<file path="config.mk">
export PLATFORM = sky130hd
export DESIGN_NAME = cmp_alarm_unit
export DESIGN_NICKNAME = d
export VERILOG_FILES = /design/src/rtl/cmp_alarm_pkg.sv /design/src/rtl/alarm_chan.sv /design/src/rtl/irq_ctrl.sv /design/src/rtl/reg_decode.sv /design/src/rtl/cmp_alarm_unit.sv
export SDC_FILE = /design/constraint.sdc
export NUM_CORES = 1
export LEC_CHECK = 0
export ABC_AREA = 0
export BUFFER_PORTS_ARGS = -buffer_cell sky130_fd_sc_hd__buf_2
export CAP_MARGIN = 20
export CORE_UTILIZATION = 53
export CTS_CLUSTER_SIZE = 20
export DETAILED_ROUTE_END_ITERATION = 16
export GPL_TIMING_DRIVEN = 0
export PLACE_DENSITY = 0.82
export SYNTH_ARGS = -nofsm -noshare
export SYNTH_HDL_FRONTEND = slang
export SYNTH_SLANG_ARGS = --single-unit
</file>
<file path="constraint.sdc">
create_clock -name clk -period 1.6 [get_ports clk]
set_input_delay 0.32 -clock clk [delete_from_list [all_inputs] [get_ports clk]]
set_output_delay 0.32 -clock clk [all_outputs]
set_load 0.02 [all_outputs]
</file>
<file path="src/rtl/cmp_alarm_pkg.sv">
package cmp_alarm_pkg;
    localparam int unsigned ADDR_W     = 8;
    localparam int unsigned REG_STRIDE = 4;

    localparam logic [ADDR_W-1:0] OFS_TGT0  = 8'h10;
    localparam logic [ADDR_W-1:0] OFS_ARMED = 8'h20;
    localparam logic [ADDR_W-1:0] OFS_RAW   = 8'h3C;
    localparam logic [ADDR_W-1:0] OFS_EN    = 8'h40;
    localparam logic [ADDR_W-1:0] OFS_FRC   = 8'h44;
    localparam logic [ADDR_W-1:0] OFS_STS   = 8'h48;

    // byte offset of channel i's target register
    function automatic logic [ADDR_W-1:0] tgt_ofs(input int unsigned i);
        return OFS_TGT0 + ADDR_W'(i * REG_STRIDE);
    endfunction
endpackage

</file>
<file path="src/rtl/alarm_chan.sv">
module alarm_chan #(
    parameter int unsigned DW = 32
) (
    input  logic          clk,
    input  logic          rst_n,
    input  logic [DW-1:0] time_lo,
    input  logic          tgt_we,
    input  logic [DW-1:0] tgt_wdata,
    input  logic          disarm,
    input  logic          raw_clr,
    output logic [DW-1:0] target_o,
    output logic          armed_o,
    output logic          raw_o
);
    typedef struct packed {
        logic [DW-1:0] target;
        logic          armed;
        logic          raw;
    } chan_t;

    chan_t s_d, s_q;
    logic  hit_d;

    always_comb begin
        s_d   = s_q;
        hit_d = 1'b0;
        // software actions take priority over a coincident compare
        if (tgt_we) begin
            s_d.target = tgt_wdata;
            s_d.armed  = 1'b1;
        end else if (disarm) begin
            s_d.armed = 1'b0;
        end else if (s_q.armed && (s_q.target == time_lo)) begin
            s_d.armed = 1'b0;
            hit_d     = 1'b1;
        end
        s_d.raw = (s_q.raw & ~raw_clr) | hit_d;
    end

    always_ff @(posedge clk or negedge rst_n) begin
        if (!rst_n) s_q <= '0;
        else        s_q <= s_d;
    end

    assign target_o = s_q.target;
    assign armed_o  = s_q.armed;
    assign raw_o    = s_q.raw;
endmodule

</file>
<file path="src/rtl/irq_ctrl.sv">
module irq_ctrl #(
    parameter int unsigned NCH = 4
) (
    input  logic           clk,
    input  logic           rst_n,
    input  logic           en_we,
    input  logic           frc_we,
    input  logic [NCH-1:0] wbits,
    input  logic [NCH-1:0] raw,
    output logic [NCH-1:0] en_o,
    output logic [NCH-1:0] frc_o,
    output logic [NCH-1:0] sts_o,
    output logic [NCH-1:0] irq_o
);
    typedef struct packed {
        logic [NCH-1:0] en;
        logic [NCH-1:0] frc;
    } mask_t;

    mask_t m_d, m_q;

    always_comb begin
        m_d = m_q;
        if (en_we)  m_d.en  = wbits;
        if (frc_we) m_d.frc = wbits;
    end

    always_ff @(posedge clk or negedge rst_n) begin
        if (!rst_n) m_q <= '0;
        else        m_q <= m_d;
    end

    assign en_o  = m_q.en;
    assign frc_o = m_q.frc;
    assign sts_o = (raw & m_q.en) | m_q.frc;
    assign irq_o = sts_o;
endmodule

</file>
<file path="src/rtl/reg_decode.sv">
module reg_decode
    import cmp_alarm_pkg::*;
#(
    parameter int unsigned NCH = 4,
    parameter int unsigned DW  = 32
) (
    input  logic              psel,
    input  logic              penable,
    input  logic              pwrite,
    input  logic [ADDR_W-1:0] paddr,
    input  logic              wr_inhibit,
    input  logic [NCH*DW-1:0] tgt_flat,
    input  logic [NCH-1:0]    armed,
    input  logic [NCH-1:0]    raw,
    input  logic [NCH-1:0]    en,
    input  logic [NCH-1:0]    frc,
    input  logic [NCH-1:0]    sts,
    input  logic [NCH-1:0]    wbits,
    output logic [NCH-1:0]    tgt_we,
    output logic [NCH-1:0]    disarm,
    output logic [NCH-1:0]    raw_clr,
    output logic              en_we,
    output logic              frc_we,
    output logic [DW-1:0]     prdata
);
    localparam int unsigned PAD = DW - NCH;

    logic wr_ok, rd_ok;

    assign wr_ok = psel && penable && pwrite && !wr_inhibit;
    assign rd_ok = psel && !pwrite;

    for (genvar i = 0; i < NCH; i++) begin : g_we
        assign tgt_we[i] = wr_ok && (paddr == tgt_ofs(i));
    end

    assign disarm  = (wr_ok && paddr == OFS_ARMED) ? wbits : '0;
    assign raw_clr = (wr_ok && paddr == OFS_RAW)   ? wbits : '0;
    assign en_we   = wr_ok && (paddr == OFS_EN);
    assign frc_we  = wr_ok && (paddr == OFS_FRC);

    always_comb begin
        prdata = '0;
        if (rd_ok) begin
            for (int i = 0; i < NCH; i++) begin
                if (paddr == tgt_ofs(i)) prdata = tgt_flat[i*DW +: DW];
            end
            case (paddr)
                OFS_ARMED: prdata = {{PAD{1'b0}}, armed};
                OFS_RAW:   prdata = {{PAD{1'b0}}, raw};
                OFS_EN:    prdata = {{PAD{1'b0}}, en};
                OFS_FRC:   prdata = {{PAD{1'b0}}, frc};
                OFS_STS:   prdata = {{PAD{1'b0}}, sts};
                default:   ;
            endcase
        end
    end
endmodule

</file>
<file path="src/rtl/cmp_alarm_unit.sv">
module cmp_alarm_unit
    import cmp_alarm_pkg::*;
#(
    parameter int unsigned NCH = 4,
    parameter int unsigned DW  = 32
) (
    input  logic              clk,
    input  logic              rst_n,
    input  logic              psel,
    input  logic              penable,
    input  logic              pwrite,
    input  logic [ADDR_W-1:0] paddr,
    input  logic [DW-1:0]     pwdata,
    output logic [DW-1:0]     prdata,
    input  logic [DW-1:0]     time_lo,
    input  logic              wr_inhibit,
    output logic [NCH-1:0]    irq_o
);
    logic [NCH*DW-1:0] tgt_flat;
    logic [NCH-1:0]    armed_w, raw_w, en_w, frc_w, sts_w;
    logic [NCH-1:0]    tgt_we, disarm, raw_clr;
    logic              en_we, frc_we;

    reg_decode #(.NCH(NCH), .DW(DW)) u_dec (
        .psel      (psel),
        .penable   (penable),
        .pwrite    (pwrite),
        .paddr     (paddr),
        .wr_inhibit(wr_inhibit),
        .tgt_flat  (tgt_flat),
        .armed     (armed_w),
        .raw       (raw_w),
        .en        (en_w),
        .frc       (frc_w),
        .sts       (sts_w),
        .wbits     (pwdata[NCH-1:0]),
        .tgt_we    (tgt_we),
        .disarm    (disarm),
        .raw_clr   (raw_clr),
        .en_we     (en_we),
        .frc_we    (frc_we),
        .prdata    (prdata)
    );

    for (genvar i = 0; i < NCH; i++) begin : g_ch
        alarm_chan #(.DW(DW)) u_ch (
            .clk      (clk),
            .rst_n    (rst_n),
            .time_lo  (time_lo),
            .tgt_we   (tgt_we[i]),
            .tgt_wdata(pwdata),
            .disarm   (disarm[i]),
            .raw_clr  (raw_clr[i]),
            .target_o (tgt_flat[i*DW +: DW]),
            .armed_o  (armed_w[i]),
            .raw_o    (raw_w[i])
        );
    end

    irq_ctrl #(.NCH(NCH)) u_irq (
        .clk   (clk),
        .rst_n (rst_n),
        .en_we (en_we),
        .frc_we(frc_we),
        .wbits (pwdata[NCH-1:0]),
        .raw   (raw_w),
        .en_o  (en_w),
        .frc_o (frc_w),
        .sts_o (sts_w),
        .irq_o (irq_o)
    );
endmodule

</file>
==> results of run 1 <==
## report_power, final
group          internal (mW)  leakage, nW  switching (mW)
Clock                   2.52        0.285            1.58
Sequential              3.67         2.01          0.0290
Combinational          0.314         3.37           0.567
Total                   6.50         5.66            2.18
## routing by layer
metal	GRT usage (%)	vias to the layer above	wire (um)
met5	0	-	0
met3	7.31	94	1860
li1	-	2746	-
met1	44.6	3367	11300
met4	16.7	0	1210
met2	55.1	344	13200
## worst max-delay path, delay by kind of cell, from the launching register on
family	cells	cell delay, ns
muxes	1	0.53
DFF	1	0.40
AOI/OAI and AO/OA	2	0.33
buffers and inverters	1	0.17
## metrics by stage
stage	power (mW)	setup slack, ns	cells	cell area [um2]	util (%)
after floorplan	4.09	-0.262	648	8910	-
after global placement	4.49	-1.75	946	9700	64.0
after detailed placement	4.52	-1.05	947	9730	64.3
after CTS	8.62	-0.533	1009	11000	72.9
after global routing	8.86	-0.603	1018	11300	74.7
final	8.68	-0.602	1018	11300	74.7
## final cells by class
cell class / instances / area (um2)
Clock buffer: 21 / 460
Buffer: 34 / 482
Clock inverter: 10 / 136
Inverter: 2 / 12.5
Sequential cell: 144 / 3600
Timing Repair Buffer: 151 / 1170
Fill cell: 893 / 3830
Multi-Input combinational cell: 468 / 5220
Tap cell: 188 / 235
## repair_timing
action	CTS	global route
setup endpoints to repair	40	69
resized for setup	113	32
endpoints found under the hold margin	56	0
setup buffers	28	12
pin swaps	36	35
hold buffers	1	0
cloned	2	1
## logic make-up after synthesis
logic type      synth area share, %
flops                          44.1
mux                            26.8
simple gates                   6.82
compound gates                 5.72
buf+inv                        2.85
xor+xnor                       13.7
## registers in the layout, summed over array words and instances (netlist names)
register,count
g_ch.u_ch.armed_o,4
g_ch.u_ch.raw_o,4
g_ch.u_ch.target_o,128
u_irq.en_o,4
u_irq.frc_o,4
## cell usage in the layout (no fill, tap or decap), types with 14 or more instances in the layout
master	n
mux2i_1	53
buf_6	48
buf_4	35
clkbuf_16	23
dfrtp_1	144
a221oi_4	20
buf_2	78
nor4_1	15
mux2_2	109
mux2_4	27
nor4_2	14
xor2_1	119
## final timing paths
check | from | slack (ns) | cells after the start | to
worst max-delay path | g_ch[3].u_ch.target_o[0]$_DFFE_PN0P_ | -0.60 | 4 | prdata[0]
worst min-delay path | pwdata[8] | 0.15 | 2 | g_ch[3].u_ch.target_o[8]$_DFFE_PN0P_
worst max register to register | g_ch[1].u_ch.target_o[0]$_DFFE_PN0P_ | -0.15 | 6 | g_ch[1].u_ch.raw_o$_DFF_PN0_
worst min register to register | u_irq.frc_o[3]$_DFFE_PN0P_ | 0.55 | 1 | u_irq.frc_o[3]$_DFFE_PN0P_
max in group asynchronous | rst_n | 0.33 | 3 | g_ch[1].u_ch.target_o[7]$_DFFE_PN0P_
min in group asynchronous | rst_n | 0.42 | 2 | g_ch[1].u_ch.target_o[29]$_DFFE_PN0P_
==> flow_summary.json, run 1 <==
{
  "clkTransAtPathRegs_ns": 0.06,
  "synthTopCellsByCount": "dfrtp_1 (144), mux2_2 (134), xor2_1 (128)",
  "dieWidth_um": 126,
  "port_buffers": 110,
  "overflow": 0,
  "start_kind": "register",
  "power_density_nw_per_um2": 767,
  "track_usage_pct": 34.4,
  "ys_seq_elements": 144,
  "drt_iter0_markers": 584,
  "rows": 45,
  "critical_path.max_fanout": 2,
  "antenna_cells": 0,
  "cts_buffers": 17,
  "wl_mm": 27.6,
  "first_pass_iters": 5,
  "leakagePower_nw": 5.66,
  "max-cap-violations": 0,
  "yosysMostFrequentCell": "dfrtp_1",
  "fmax_mhz": 454,
  "place_hpwl_mm": 17.9,
  "vias": 6551,
  "crit_chain": "mux4_2, a22oi_2, a31oi_2, buf_4",
  "syn_nets": 726,
  "antenna_found_initial": 0,
  "post_drt_wl_per_cell_um": 27.1,
  "start_util_pct": 54.0,
  "grt_pass1_vias": 6775,
  "hp-class": "in2reg",
  "setup_viol": 39,
  "critPathArrivalTime_ns": 1.88,
  "ys_types": 46,
  "worstMarginPinSlew_ns": 0.575,
  "root_buffer": "clkbuf_16",
  "maxSlewHeadroom_pct": 61.7,
  "gp_congestion": 0.924,
  "hold_viol": 0,
  "drive_gt1_share_pct": 53.0,
  "synth_top_flop_cell": "dfrtp_1",
  "grt_max_degree": 89,
  "skew_ns": 0.00766,
  "fin_ws_ns": -0.602,
  "coreArea_um2": 15100,
  "avgViaCountPerCell": 6.44,
  "drv_slew": 0,
  "area_delta_synth_final_pct": 38.4,
  "cts_sinks": 144,
  "synth_cells": 648,
  "async_reset_ff_share_pct": 100,
  "cp.required_ns": 1.28,
  "synth_area_um2": 8180,
  "critPathKind": "reg2out",
  "drc": 0,
  "yosysTopAreaCell": "dfrtp_1",
  "ios": 114,
  "outcome": "finished with violations",
  "fin_crit_ns": 2.20,
  "fin_hold_ws_ns": 0.153,
  "ir_drop_v": 0.000769,
  "ant_nets": 0,
  "htreeDepth": 4,
  "ys_top_cells_by_area": "dfrtp_1 (44%), mux2_2 (18%), xor2_1 (14%)",
  "critPathSlowestCell": "mux4_2",
  "synth-edff-count": 0,
  "cts_tree": "built",
  "cts_buffer_depth": 2,
  "cpPeakStageDelay_ns": 0.53,
  "yosysTopAreaCellShare_pct": 44.1,
  "synth_area_per_cell_um2": 12.6,
  "die_y_um": 126,
  "grt_pass1_wl_mm": 40.2,
  "period_share_pct": 138,
  "yosys_warnings": 0,
  "totalNegativeSetupSlack_ns": -14.24,
  "layout.nets": 896,
  "die_area_um2": 15900,
  "clock_latency_ns": 0.44,
  "violations": "negative setup slack",
  "end_kind": "primary output",
  "rsz0062_at_grt": "true",
  "yosysSeqAreaShare_pct": 44.1
}
No activity file was read; power rests on OpenSTA's default activity.
==> run 2, diff against run 1 <==
--- a/config.mk
+++ b/config.mk
@@ -8,11 +8,12 @@
 export ABC_AREA = 0
 export BUFFER_PORTS_ARGS = -buffer_cell sky130_fd_sc_hd__buf_2
 export CAP_MARGIN = 20
-export CORE_UTILIZATION = 53
+export CORE_UTILIZATION = 54
+export CTS_BUF_LIST = sky130_fd_sc_hd__clkbuf_4
 export CTS_CLUSTER_SIZE = 20
 export DETAILED_ROUTE_END_ITERATION = 16
 export GPL_TIMING_DRIVEN = 0
-export PLACE_DENSITY = 0.82
+export PLACE_DENSITY = 0.84
 export SYNTH_ARGS = -nofsm -noshare
 export SYNTH_HDL_FRONTEND = slang
 export SYNTH_SLANG_ARGS = --single-unit
==> run 2 against run 1 <==
  * The flow still finishes with violations (negative setup slack)
  * Die area down 1.8%
  * Total power down 18%
  * Sequential cell count stayed put
  * Via count increased by 3.9%
  * Largest power group is now sequential cells
==> flow_summary.json, run 2 (synthesis results as in run 1) <==
{
  "cpPeakStageDelay_ns": 0.50,
  "violations": "negative setup slack",
  "max-cap-violations": 0,
  "power_density_nw_per_um2": 622,
  "rr_startpoint": "g_ch[3].u_ch.target_o[6]$_DFFE_PN0P_",
  "drive_gt1_share_pct": 51.9,
  "place_hpwl_mm": 17.9,
  "start_kind": "register",
  "grt_pass1_vias": 6952,
  "hold_path_startpoint": "pwdata[0]",
  "rsz0062_at_grt": "true",
  "rows": 44,
  "multi_input_area_um2": 5240,
  "ff2ff_setup_slack_ns": -0.33,
  "hold_viol": 0,
  "start_util_pct": 55.8,
  "power.share.clock_pct": 35.1,
  "first_pass_iters": 8,
  "skew_ns": 0.0157,
  "critical_path.max_fanout": 2,
  "setup_viol": 44,
  "hp-class": "in2reg",
  "critPathKind": "reg2out",
  "fin_ws_ns": -0.705,
  "holdPathStages": 2,
  "layout.nets": 937,
  "root_buffer": "clkbuf_4",
  "cts_buffers": 17,
  "cts_sinks": 144,
  "post-route-cell-area_um2": 11500,
  "seq_area_um2": 3600,
  "overflow": 0,
  "die_y_um": 125,
  "switching_power_mw": 2.15,
  "cp.required_ns": 1.28,
  "ios": 114,
  "ant_nets": 0,
  "clock_latency_ns": 0.61,
  "largest_reg_flops": 128,
  "post_drt_wl_per_cell_um": 27.1,
  "r2r_cells": 4,
  "grt_pass1_wl_mm": 41.1,
  "maxSlewHeadroom_pct": 62.6,
  "die_area_um2": 15600,
  "cts_buffer_depth": 2,
  "cts_tree": "built",
  "leakagePower_nw": 5.72,
  "track_usage_pct": 35.6,
  "reg2reg_to": "g_ch[3].u_ch.raw_o$_DFF_PN0_",
  "pre_cts_ws_ns": -1.08,
  "grt_max_degree": 105,
  "critPathArrivalTime_ns": 1.98,
  "period_share_pct": 144,
  "drt_iter0_markers": 787,
  "area_delta_synth_final_pct": 40.6,
  "vias": 6805,
  "dieWidth_um": 125,
  "pwr-share-seq_pct": 51.7,
  "gp_congestion": 0.930,
  "fin_crit_ns": 2.30,
  "avgViaCountPerCell": 6.43,
  "whs_endpoint": "u_irq.en_o[0]$_DFFE_PN0P_",
  "switching_share_pct": 30.1,
  "power.internal_mw": 4.99,
  "critPathSlowestCell": "mux4_2",
  "layout_common_cells": "dfrtp_1 (144), xor2_1 (119), mux2_2 (109)",
  "htreeDepth": 4,
  "clkTransAtPathRegs_ns": 0.14,
  "path_buf_inv": 1,
  "worstMarginPinSlew_ns": 0.560,
  "combPwrFrac_pct": 13.2,
  "coreArea_um2": 14600,
  "fmax_mhz": 434,
  "crit_chain": "mux4_2, a22oi_2, a31oi_2, buf_4",
  "wl_mm": 28.7,
  "n_fill_cell": 780,
  "drc": 0,
  "final_common_cell": "dfrtp_1",
  "drv_slew": 0,
  "ir_drop_v": 0.000917,
  "antenna_found_initial": 2,
  "end_kind": "primary output",
  "post_dp_cell_area_um2": 9730,
  "port_buffers": 110,
  "outcome": "finished with violations",
  "path_delay_family": "multiplexers"
}
## run 2: worst max-delay path by stage
stage                                                    start                          to  slack (ns)  cells past startpoint
after CTS                 g_ch[3].u_ch.target_o[0]$_DFFE_PN0P_                   prdata[0]       -0.72                      4
after floorplan                                       paddr[3]                  prdata[10]       -0.26                      5
after global routing      g_ch[3].u_ch.target_o[0]$_DFFE_PN0P_                   prdata[0]       -0.77                      4
final                     g_ch[3].u_ch.target_o[0]$_DFFE_PN0P_                   prdata[0]       -0.70                      4
after detailed placement                              paddr[3]                  prdata[15]       -1.08                      7
after global placement                                   rst_n  u_irq.frc_o[0]$_DFFE_PN0P_       -1.73                      1
## run 2: area by class of cell
type                            count  area share (%)
Clock inverter                     14            1.36
Sequential cell                   144            31.3
Tap cell                          184            2.00
Buffer                             34            4.25
Antenna cell                        2          0.0435
Clock buffer                       18            1.18
Inverter                            2           0.109
Timing Repair Buffer              192            14.1
Multi-Input combinational cell    468            45.6
## run 2: timing repair
action / CTS / global route
hold buffers: 29 / 0
resized for setup: 118 / 43
endpoints found under the setup margin: 44 / 51
pin swaps: 33 / 26
cloned: 2 / 4
hold endpoints to repair: 150 / 0
setup buffers: 32 / 18
## run 2: per-layer routing
| layer | GRT usage (%) | part of all wire [%] |
|---|---|---|
| met4 | 16.9 | 4.7 |
| met3 | 8.47 | 9.0 |
| met1 | 46.5 | 39 |
| met2 | 56.2 | 47 |
| met5 | 0 | 0 |
## run 2: power by group through the flow
stage | Combinational (mW) | Clock [mW] | Sequential (mW)
global route | 0.985 | 2.67 | 3.70
CTS | 0.866 | 2.49 | 3.69
global placement | 0.722 | 0 | 3.76
detailed placement | 0.749 | 0 | 3.77
finish | 0.944 | 2.51 | 3.70
floorplan | 0.335 | 0 | 3.76
## run 2: stage by stage
step	TNS (ns)	hold slack (ns)	utilization (%)	instances	total power, mW
2_1_floorplan	-7.51	0.0244	-	648	4.09
5_1_grt	-19.84	0.0637	78.5	1058	7.35
3_5_place_dp	-65.61	0.263	66.4	943	4.51
4_1_cts	-16.94	0.0411	75.5	1038	7.05
6_report	-17.76	0.0764	78.5	1058	7.15
3_3_place_gp	-309.06	0.517	66.2	942	4.49
## run 2: worst register-to-register path: cells and delay by family, from the launching register on
family          cells  cell delay [ns]
compound gates      1             0.45
flops               1             0.44
xor+xnor            1             0.21
simple gates        2             0.71
